<file path="src/rtl/hwcPkg.sv">
package hwcPkg;

  // Control strobes handed from the threshold logic to the datapath.
  typedef struct packed {
    logic alwaysHit;   // threshold of zero: preload would be 2^Q, flag forced
  } hwcStrobe_t;

  // Number of adder nodes at tree level lvl (1 = leaves of full adders).
  function automatic int levelNodes(input int q, input int lvl);
    return 2 ** (q - 1 - lvl);
  endfunction

  // Bit offset of level lvl results inside the flattened tree vector.
  function automatic int levelBase(input int q, input int lvl);
    int b;
    b = 0;
    for (int m = 1; m < lvl; m++) b += levelNodes(q, m) * (m + 1);
    return b;
  endfunction

  // First padded input bit used as carry-in by the nodes of level lvl >= 2.
  function automatic int extraBase(input int q, input int lvl);
    int b;
    b = 3 * levelNodes(q, 1);
    for (int m = 2; m < lvl; m++) b += levelNodes(q, m);
    return b;
  endfunction

endpackage

</file>
<file path="src/rtl/hwcRipple.sv">
module hwcRipple #(
  parameter int W = 1
) (
  input  logic [W-1:0] a,
  input  logic [W-1:0] b,
  input  logic         cin,
  output logic [W:0]   sum
);
  logic [W:0] carry;

  assign carry[0] = cin;

  for (genvar i = 0; i < W; i++) begin : gBit
    assign sum[i]     = a[i] ^ b[i] ^ carry[i];
    assign carry[i+1] = (a[i] & b[i]) | (carry[i] & (a[i] ^ b[i]));
  end

  assign sum[W] = carry[W];
endmodule

</file>
<file path="src/rtl/hwcPopTree.sv">
module hwcPopTree
  import hwcPkg::*;
#(
  parameter int N = 15,
  parameter int Q = $clog2(N + 1)
) (
  input  logic [N-2:0] bitsIn,
  output logic [Q-1:0] total
);
  localparam int M     = 2 ** Q - 1;            // bits one full tree absorbs
  localparam int TBITS = levelBase(Q, Q);       // all level results, flattened

  logic [M-1:0]     padded;
  logic [TBITS-1:0] treeBits;

  assign padded = M'(bitsIn);

  for (genvar lvl = 1; lvl < Q; lvl++) begin : gLvl
    localparam int NODES = levelNodes(Q, lvl);
    localparam int OUTB  = levelBase(Q, lvl);
    localparam int INB   = levelBase(Q, lvl - 1);
    localparam int EXB   = extraBase(Q, lvl);
    for (genvar j = 0; j < NODES; j++) begin : gNode
      if (lvl == 1) begin : gLeaf
        hwcRipple #(.W(1)) uAdd (
          .a  (padded[3*j]),
          .b  (padded[3*j+1]),
          .cin(padded[3*j+2]),
          .sum(treeBits[OUTB + 2*j +: 2])
        );
      end else begin : gInner
        hwcRipple #(.W(lvl)) uAdd (
          .a  (treeBits[INB + (2*j)*lvl +: lvl]),
          .b  (treeBits[INB + (2*j+1)*lvl +: lvl]),
          .cin(padded[EXB + j]),
          .sum(treeBits[OUTB + j*(lvl+1) +: lvl+1])
        );
      end
    end
  end

  assign total = treeBits[levelBase(Q, Q - 1) +: Q];

  // the adder tree yields the true population count of its bits
  always_comb begin
    tree_sum_chk: assert (int'(total) == $countones(bitsIn))
      else $error("tree sum %0d differs from count of ones", total);
  end
endmodule

</file>
<file path="src/rtl/hwcThresholdCtl.sv">
module hwcThresholdCtl
  import hwcPkg::*;
#(
  parameter int Q       = 4,
  parameter int FIXED_K = -1
) (
  input  logic [Q-1:0] threshold,
  output logic [Q-1:0] preload,
  output hwcStrobe_t   strobe
);
  logic [Q-1:0] effK;

  if (FIXED_K >= 0) begin : gFixed
    assign effK = Q'(FIXED_K);
  end else begin : gRuntime
    assign effK = threshold;
  end

  assign preload          = Q'(0) - effK;
  assign strobe.alwaysHit = (effK == '0);

  // preload plus threshold lands exactly on 2^Q (or both are zero)
  always_comb begin
    preload_chk: assert (strobe.alwaysHit ? (preload == '0)
                         : (({1'b0, preload} + {1'b0, effK}) == (Q+1)'(2 ** Q)))
      else $error("preload %0d does not complement threshold %0d", preload, effK);
  end
endmodule

</file>
<file path="src/rtl/hwcCarryChain.sv">
module hwcCarryChain
  import hwcPkg::*;
#(
  parameter int Q       = 4,
  parameter int FIXED_K = -1
) (
  input  logic [Q-1:0] partial,
  input  logic [Q-1:0] preload,
  input  logic         seed,
  input  hwcStrobe_t   strobe,
  output logic         hit
);
  localparam logic [Q-1:0] FIXED_PRE = Q'(0) - Q'(FIXED_K < 0 ? 0 : FIXED_K);

  logic [Q:0] carry;

  assign carry[0] = seed;

  for (genvar i = 0; i < Q; i++) begin : gStage
    if (FIXED_K >= 0) begin : gPruned
      if (FIXED_PRE[i]) begin : gOr
        assign carry[i+1] = carry[i] | partial[i];
      end else begin : gAnd
        assign carry[i+1] = carry[i] & partial[i];
      end
    end else begin : gFull
      assign carry[i+1] = (preload[i] & partial[i]) |
                          (carry[i] & (preload[i] | partial[i]));
    end
  end

  assign hit = carry[Q] | strobe.alwaysHit;

  // the carry-only row agrees with a wide addition of its operands
  always_comb begin
    chain_carry_chk: assert (hit == (strobe.alwaysHit |
        ((({1'b0, preload} + {1'b0, partial} + (Q+1)'(seed)) >> Q) != '0)))
      else $error("carry chain result %0b disagrees with wide sum", hit);
  end
endmodule

</file>
<file path="src/rtl/hwcThresholdCmp.sv">
module hwcThresholdCmp
  import hwcPkg::*;
#(
  parameter  int N       = 15,
  parameter  int FIXED_K = -1,
  localparam int Q       = $clog2(N + 1)
) (
  input  logic [N-1:0] hwVec,
  input  logic [Q-1:0] threshold,
  output logic         atLeast
);
  logic [Q-1:0] partial;
  logic [Q-1:0] preload;
  hwcStrobe_t   strobe;

  hwcThresholdCtl #(.Q(Q), .FIXED_K(FIXED_K)) uCtl (
    .threshold(threshold),
    .preload  (preload),
    .strobe   (strobe)
  );

  hwcPopTree #(.N(N), .Q(Q)) uTree (
    .bitsIn(hwVec[N-2:0]),
    .total (partial)
  );

  hwcCarryChain #(.Q(Q), .FIXED_K(FIXED_K)) uChain (
    .partial(partial),
    .preload(preload),
    .seed   (hwVec[N-1]),
    .strobe (strobe),
    .hit    (atLeast)
  );

  // flag equals the comparison of population count against threshold
  always_comb begin
    result_chk: assert (atLeast == ($countones(hwVec) >=
                        ((FIXED_K >= 0) ? FIXED_K : int'(threshold))))
      else $error("flag %0b wrong for vector %h", atLeast, hwVec);
  end

  // a zero threshold always yields a set flag
  always_comb begin
    if (FIXED_K < 0 && threshold == '0) begin
      always_hit_chk: assert (atLeast)
        else $error("zero threshold did not force the flag");
    end
  end
endmodule

</file>
<file path="config.mk">
export PLATFORM = sky130hd
export DESIGN_NAME = hwcThresholdCmp
export DESIGN_NICKNAME = d
export VERILOG_FILES = /design/src/rtl/hwcPkg.sv /design/src/rtl/hwcRipple.sv /design/src/rtl/hwcPopTree.sv /design/src/rtl/hwcThresholdCtl.sv /design/src/rtl/hwcCarryChain.sv /design/src/rtl/hwcThresholdCmp.sv
export SDC_FILE = /design/constraint.sdc
export NUM_CORES = 1
export LEC_CHECK = 0
export ABC_AREA = 1
export BUFFER_PORTS_ARGS = -buffer_cell sky130_fd_sc_hd__buf_2
export CAP_MARGIN = 10
export CORE_AREA = 2 2 39 41
export DETAILED_ROUTE_END_ITERATION = 7
export DIE_AREA = 0 0 41 43
export PLACE_DENSITY = 0.65
export SLEW_MARGIN = 30
export SYNTH_ARGS = -nofsm -noshare
export SYNTH_HDL_FRONTEND = slang
export SYNTH_SLANG_ARGS = --single-unit
</file>
<file path="constraint.sdc">
create_clock -name vclk -period 6.6
set_input_delay 0.99 -clock vclk [all_inputs]
set_output_delay 0.99 -clock vclk [all_outputs]
set_load 0.05 [all_outputs]
</file>
# After elaboration in Yosys (flattened, before gate mapping)
# Cells that the tools add are included.
[op_classes] n_addsub=1 n_bitwise=69 reduce_logical=1
[op_table] cell="1-bit AND" n=29
[op_table] cell="1-bit XOR" n=21
[op_table] cell="1-bit bitwise OR" n=19
[op_table] cell="4-bit zero test" n=1
[op_table] cell="1-bit by 4-bit subtractor with 4-bit output (first input constant)" n=1
[totals] ff_bits=0 inputBits=19 out_inout_bits=1 wordCells=71

# Longest topological paths before layout
[depth] depth_word=16 ltp_mapped=14 depth_no_buf=14

# By module
# From an unflattened synthesis, not the netlist that was laid out.
[hier_totals] hier_cells=70 hier_area_um2=469.2
[modules_own_cells] mod="hwcRipple (uTree.gLvl[2].gNode[0].gInner.uAdd ...)" instances=2 cells_per_inst=10 area_each_um2=70.1 seq_area_each_um2=0.0
[modules_own_cells] mod="hwcRipple (uTree.gLvl[3].gNode[0].gInner.uAdd)" instances=1 cells_per_inst=13 area_each_um2=97.6 seq_area_each_um2=0.0
[modules_own_cells] mod="hwcRipple (uTree.gLvl[1].gNode[0].gLeaf.uAdd ...)" instances=4 cells_per_inst=1 area_each_um2=20.0 seq_area_each_um2=0.0
[modules_own_cells] mod="hwcCarryChain" instances=1 cells_per_inst=19 area_each_um2=77.6 seq_area_each_um2=0.0
[modules_own_cells] mod="hwcThresholdCtl" instances=1 cells_per_inst=13 area_each_um2=70.1 seq_area_each_um2=0.0
[modules_own_cells] mod="hwcPopTree" instances=1 cells_per_inst=1 area_each_um2=3.8 seq_area_each_um2=0.0

# Worst setup path before layout
# Ideal clock, no wire load.
[synth_timing] path_type="input -> output" start="in hwVec[0]" end="out atLeast" arrival_ps=3949 required_time_ps=5610 slack_ps=1661 path_stages=10 path_buffers=0 path_cell_list="fa_1 inv_1 fa_1 fa_1 fa_1 fa_1 or2_0 nand2_1 nand2_1 nand2_1"
[synth_via] elab_chain_cells=16 word_cells_on_any_way=44 cone_classes="bitwise: 44"
[synth_rtl] item="start: declaration" line_no="hwcThresholdCmp.sv:8" rtl="input logic [N-1:0] hwVec,"
[synth_rtl] item="1-bit XOR" line_no="hwcRipple.sv:14, hwcRipple.sv:15"
[synth_rtl] item="1-bit XOR" line_no="hwcRipple.sv:14" rtl="assign sum[i] = a[i] ^ b[i] ^ carry[i];"
[synth_rtl] item="1-bit XOR" line_no="hwcRipple.sv:14, hwcRipple.sv:15"
[synth_rtl] item="1-bit AND" line_no="hwcRipple.sv:15" rtl="assign carry[i+1] = (a[i] & b[i]) | (carry[i] & (a[i] ^ b[i]));"
[synth_rtl] item="1-bit bitwise OR" line_no="hwcRipple.sv:15"
[synth_rtl] item="1-bit XOR" line_no="hwcRipple.sv:14"
[synth_rtl] item="1-bit XOR" line_no="hwcRipple.sv:14, hwcRipple.sv:15"
[synth_rtl] item="1-bit XOR / 1-bit AND (equally long branches)" line_no="hwcRipple.sv:14, hwcRipple.sv:15"
[synth_rtl] item="1-bit bitwise OR, on equally long branches" line_no="hwcCarryChain.sv:28, hwcRipple.sv:15"
[synth_rtl] item="1-bit AND / 1-bit XOR (equally long branches)" line_no="hwcCarryChain.sv:28, hwcRipple.sv:14"
[synth_rtl] item="1-bit bitwise OR, on equally long branches" line_no="hwcCarryChain.sv:27, hwcCarryChain.sv:28"
[synth_rtl] item="1-bit AND" line_no="hwcCarryChain.sv:28" rtl="(carry[i] & (preload[i] | partial[i]));"
[synth_rtl] item="1-bit bitwise OR" line_no="hwcCarryChain.sv:27" rtl="assign carry[i+1] = (preload[i] & partial[i]) |"
[synth_rtl] item="1-bit AND" line_no="hwcCarryChain.sv:28"
[synth_rtl] item="1-bit bitwise OR (*)" line_no="hwcCarryChain.sv:27"
[synth_rtl] item="1-bit bitwise OR (*)" line_no="hwcCarryChain.sv:32" rtl="assign hit = carry[Q] | strobe.alwaysHit;"
[synth_rtl] item="end: declaration" line_no="hwcThresholdCmp.sv:10" rtl="output logic atLeast"
# Every way passes the cells marked *; elsewhere a longest branch is shown, timed or not.

# Worst setup path in the final report
# Same ends and word-level chain as after synthesis.

==> impl_metrics.toml <==
[run_status]
outcome = "complete, no violations"

[sta]
fin_crit_sh_pct = 76.7
setup_viol = 0
tightest_slew_ns = 0.247
holdWs_ns = 2.51
drv_slew = 0
hold_viol = 0
fin_tns_setup_ns = 0
max_freq_mhz = 197
rsz0062_at_grt = "no"
finalCriticalPeriod_ns = 5.06
slew_headroom_pct = 83.7

[final_layout]
diodes = 0
multiInputGateArea_um2 = 328
final_nets = 105
clockBufferCount = 0
final_common_cell = "buf_2"
layout.cells.non_filler = 88
design.seq.count = 0
mostFrequentLayoutCells = "buf_2, inv_1, nand2_1, fa_1, nand3_1"
fillers = 156
drive_gt1_share_pct = 30.6
area_growth_pct = 30.4
register_area_um2 = 0

[synth]
synth_warnings = 0
syn-cell-area_um2 = 395
yosysSeqAreaShare_pct = 0
synth_cells = 52
syn-num-nets = 83
synth.avg_cell_area_um2 = 7.60
synthDistinctLibCells = 10

[drt]
wl_um = 629
drt_iter0_markers = 2
vias = 346
vias_per_cell = 3.93
first_pass_iters = 4
wl_per_cell_um = 7.15
ant_nets = 0
drcViolationCount = 0

[critical_path]
crit_path_start_kind = "primary input"
crit_family = "adder cells"
crit_fanout = 2
path_class = "in -> out"
crit_path_top_delay_cell = "fa_1"
cp.depth = 12
path_common_cell = "fa_1"
cp_cell_sequence = "buf_2 -> fa_1 -> inv_1 -> fa_1 -> fa_1 -> fa_1 -> fa_1 -> or2_0 -> nand2_1 -> nand2_1 -> nand2_1 -> buf_2"
worstPathRequired_ns = 5.61
crit_path_end_kind = "primary output"
worst-path-buf-inv = 3
critPathMaxStageDelay_ns = 0.52
critPathArrivalTime_ns = 4.07

[global_route]
antenna_found_initial = 0
globalRouteOverflowTotal = 0
grt_max_degree = 5
grt_pass1_wl_um = 1170
grt.total_usage_pct = 8.70
grt_pass1_vias = 328

[floorplan]
start_util_pct = 28.6
coreArea_um2 = 1380
dieArea_um2 = 1760
die_x_um = 41
dieHeight_um = 43
rows = 14
ios = 20

[worst_hold_path]
hp-start = "threshold[3]"
holdCritPathClass = "in -> out"
min_path_cells = 7
min_to = "atLeast"

[place]
io_buffers = 20
dp.cells = 88
gp_congestion = 0.667
hpwl_um = 638

[power_and_ir_drop]
power.leakage_nw = 0.315
power.density_nw_per_um2 = 196
power.total_mw = 0.101
peakVddDrop_mv = 0.166

[clock_network]
post_cts_resized = 0
cts_setup_buffers = 0
hold_buffers = 0

[job]
cap_violations = 0
==> per-layer routing <==
layer / routed length, um / global-route usage (%) / share of wire [%] / vias to the layer above
li1: - / - / - / 186
met1: 253 / 11.8 / 40 / 147
met2: 326 / 15.6 / 52 / 13
met5: 0 / 0 / 0 / -
met3: 50 / 0 / 7.9 / 0
met4: 0 / 0 / 0 / 0
==> kinds of logic after synthesis <==
logic type                 synth area share [%]
buffers and inverters                      17.1
and+or+nand+nor                            23.7
adders and majority gates                  57.0
xor gates and xnor gates                   2.22
==> tightest hold or removal path: stages <==
cell and delay (ns):
buf_2 0.09, inv_1 0.04, nand3_1 0.07, nand2_1 0.05, inv_1 0.04, nand2_1 0.04
buf_2 0.20
==> area by class of cell <==
type / count / area share (%)
timing repair buffer: 20 / 19.4
tap: 16 / 3.88
inverter: 18 / 13.1
multi-input combinational: 34 / 63.6
==> stage by stage <==
step                      cell area [um2]  util [%]  setup WS, ns
after detailed placement              515      37.3          1.50
after floorplan                       395         -          1.66
after CTS                             515      37.3          1.50
final                                 515      37.3          1.54
after global placement                515      37.3          1.52
after global routing                  515      37.3          1.35
==> worst max-delay path by stage <==
stage          slack, ns      from      end
4_1_cts             1.50  hwVec[0]  atLeast
3_5_place_dp        1.50  hwVec[0]  atLeast
5_1_grt             1.35  hwVec[0]  atLeast
2_1_floorplan       1.66  hwVec[0]  atLeast
3_3_place_gp        1.52  hwVec[0]  atLeast
6_report            1.54  hwVec[0]  atLeast
==> where the power goes <==
group	internal [mW]	leakage (nW)	total, mW	switching (mW)
logic	0.0411	0.315	0.101	0.0601
registers	0	0	0	0
clock network	0	0	0	0
==> synthesized netlist by cell type, drive strengths merged <==
library cell,count,share of area (%)
inv,18,17
nand4,1,1.6
xor2,1,2.2
or2,2,3.2
nand3,3,3.8
ha,2,6.3
nand2,14,13
fa,10,51
nand3b,1,1.9
Note: power is estimated with default switching activity, not from simulation.
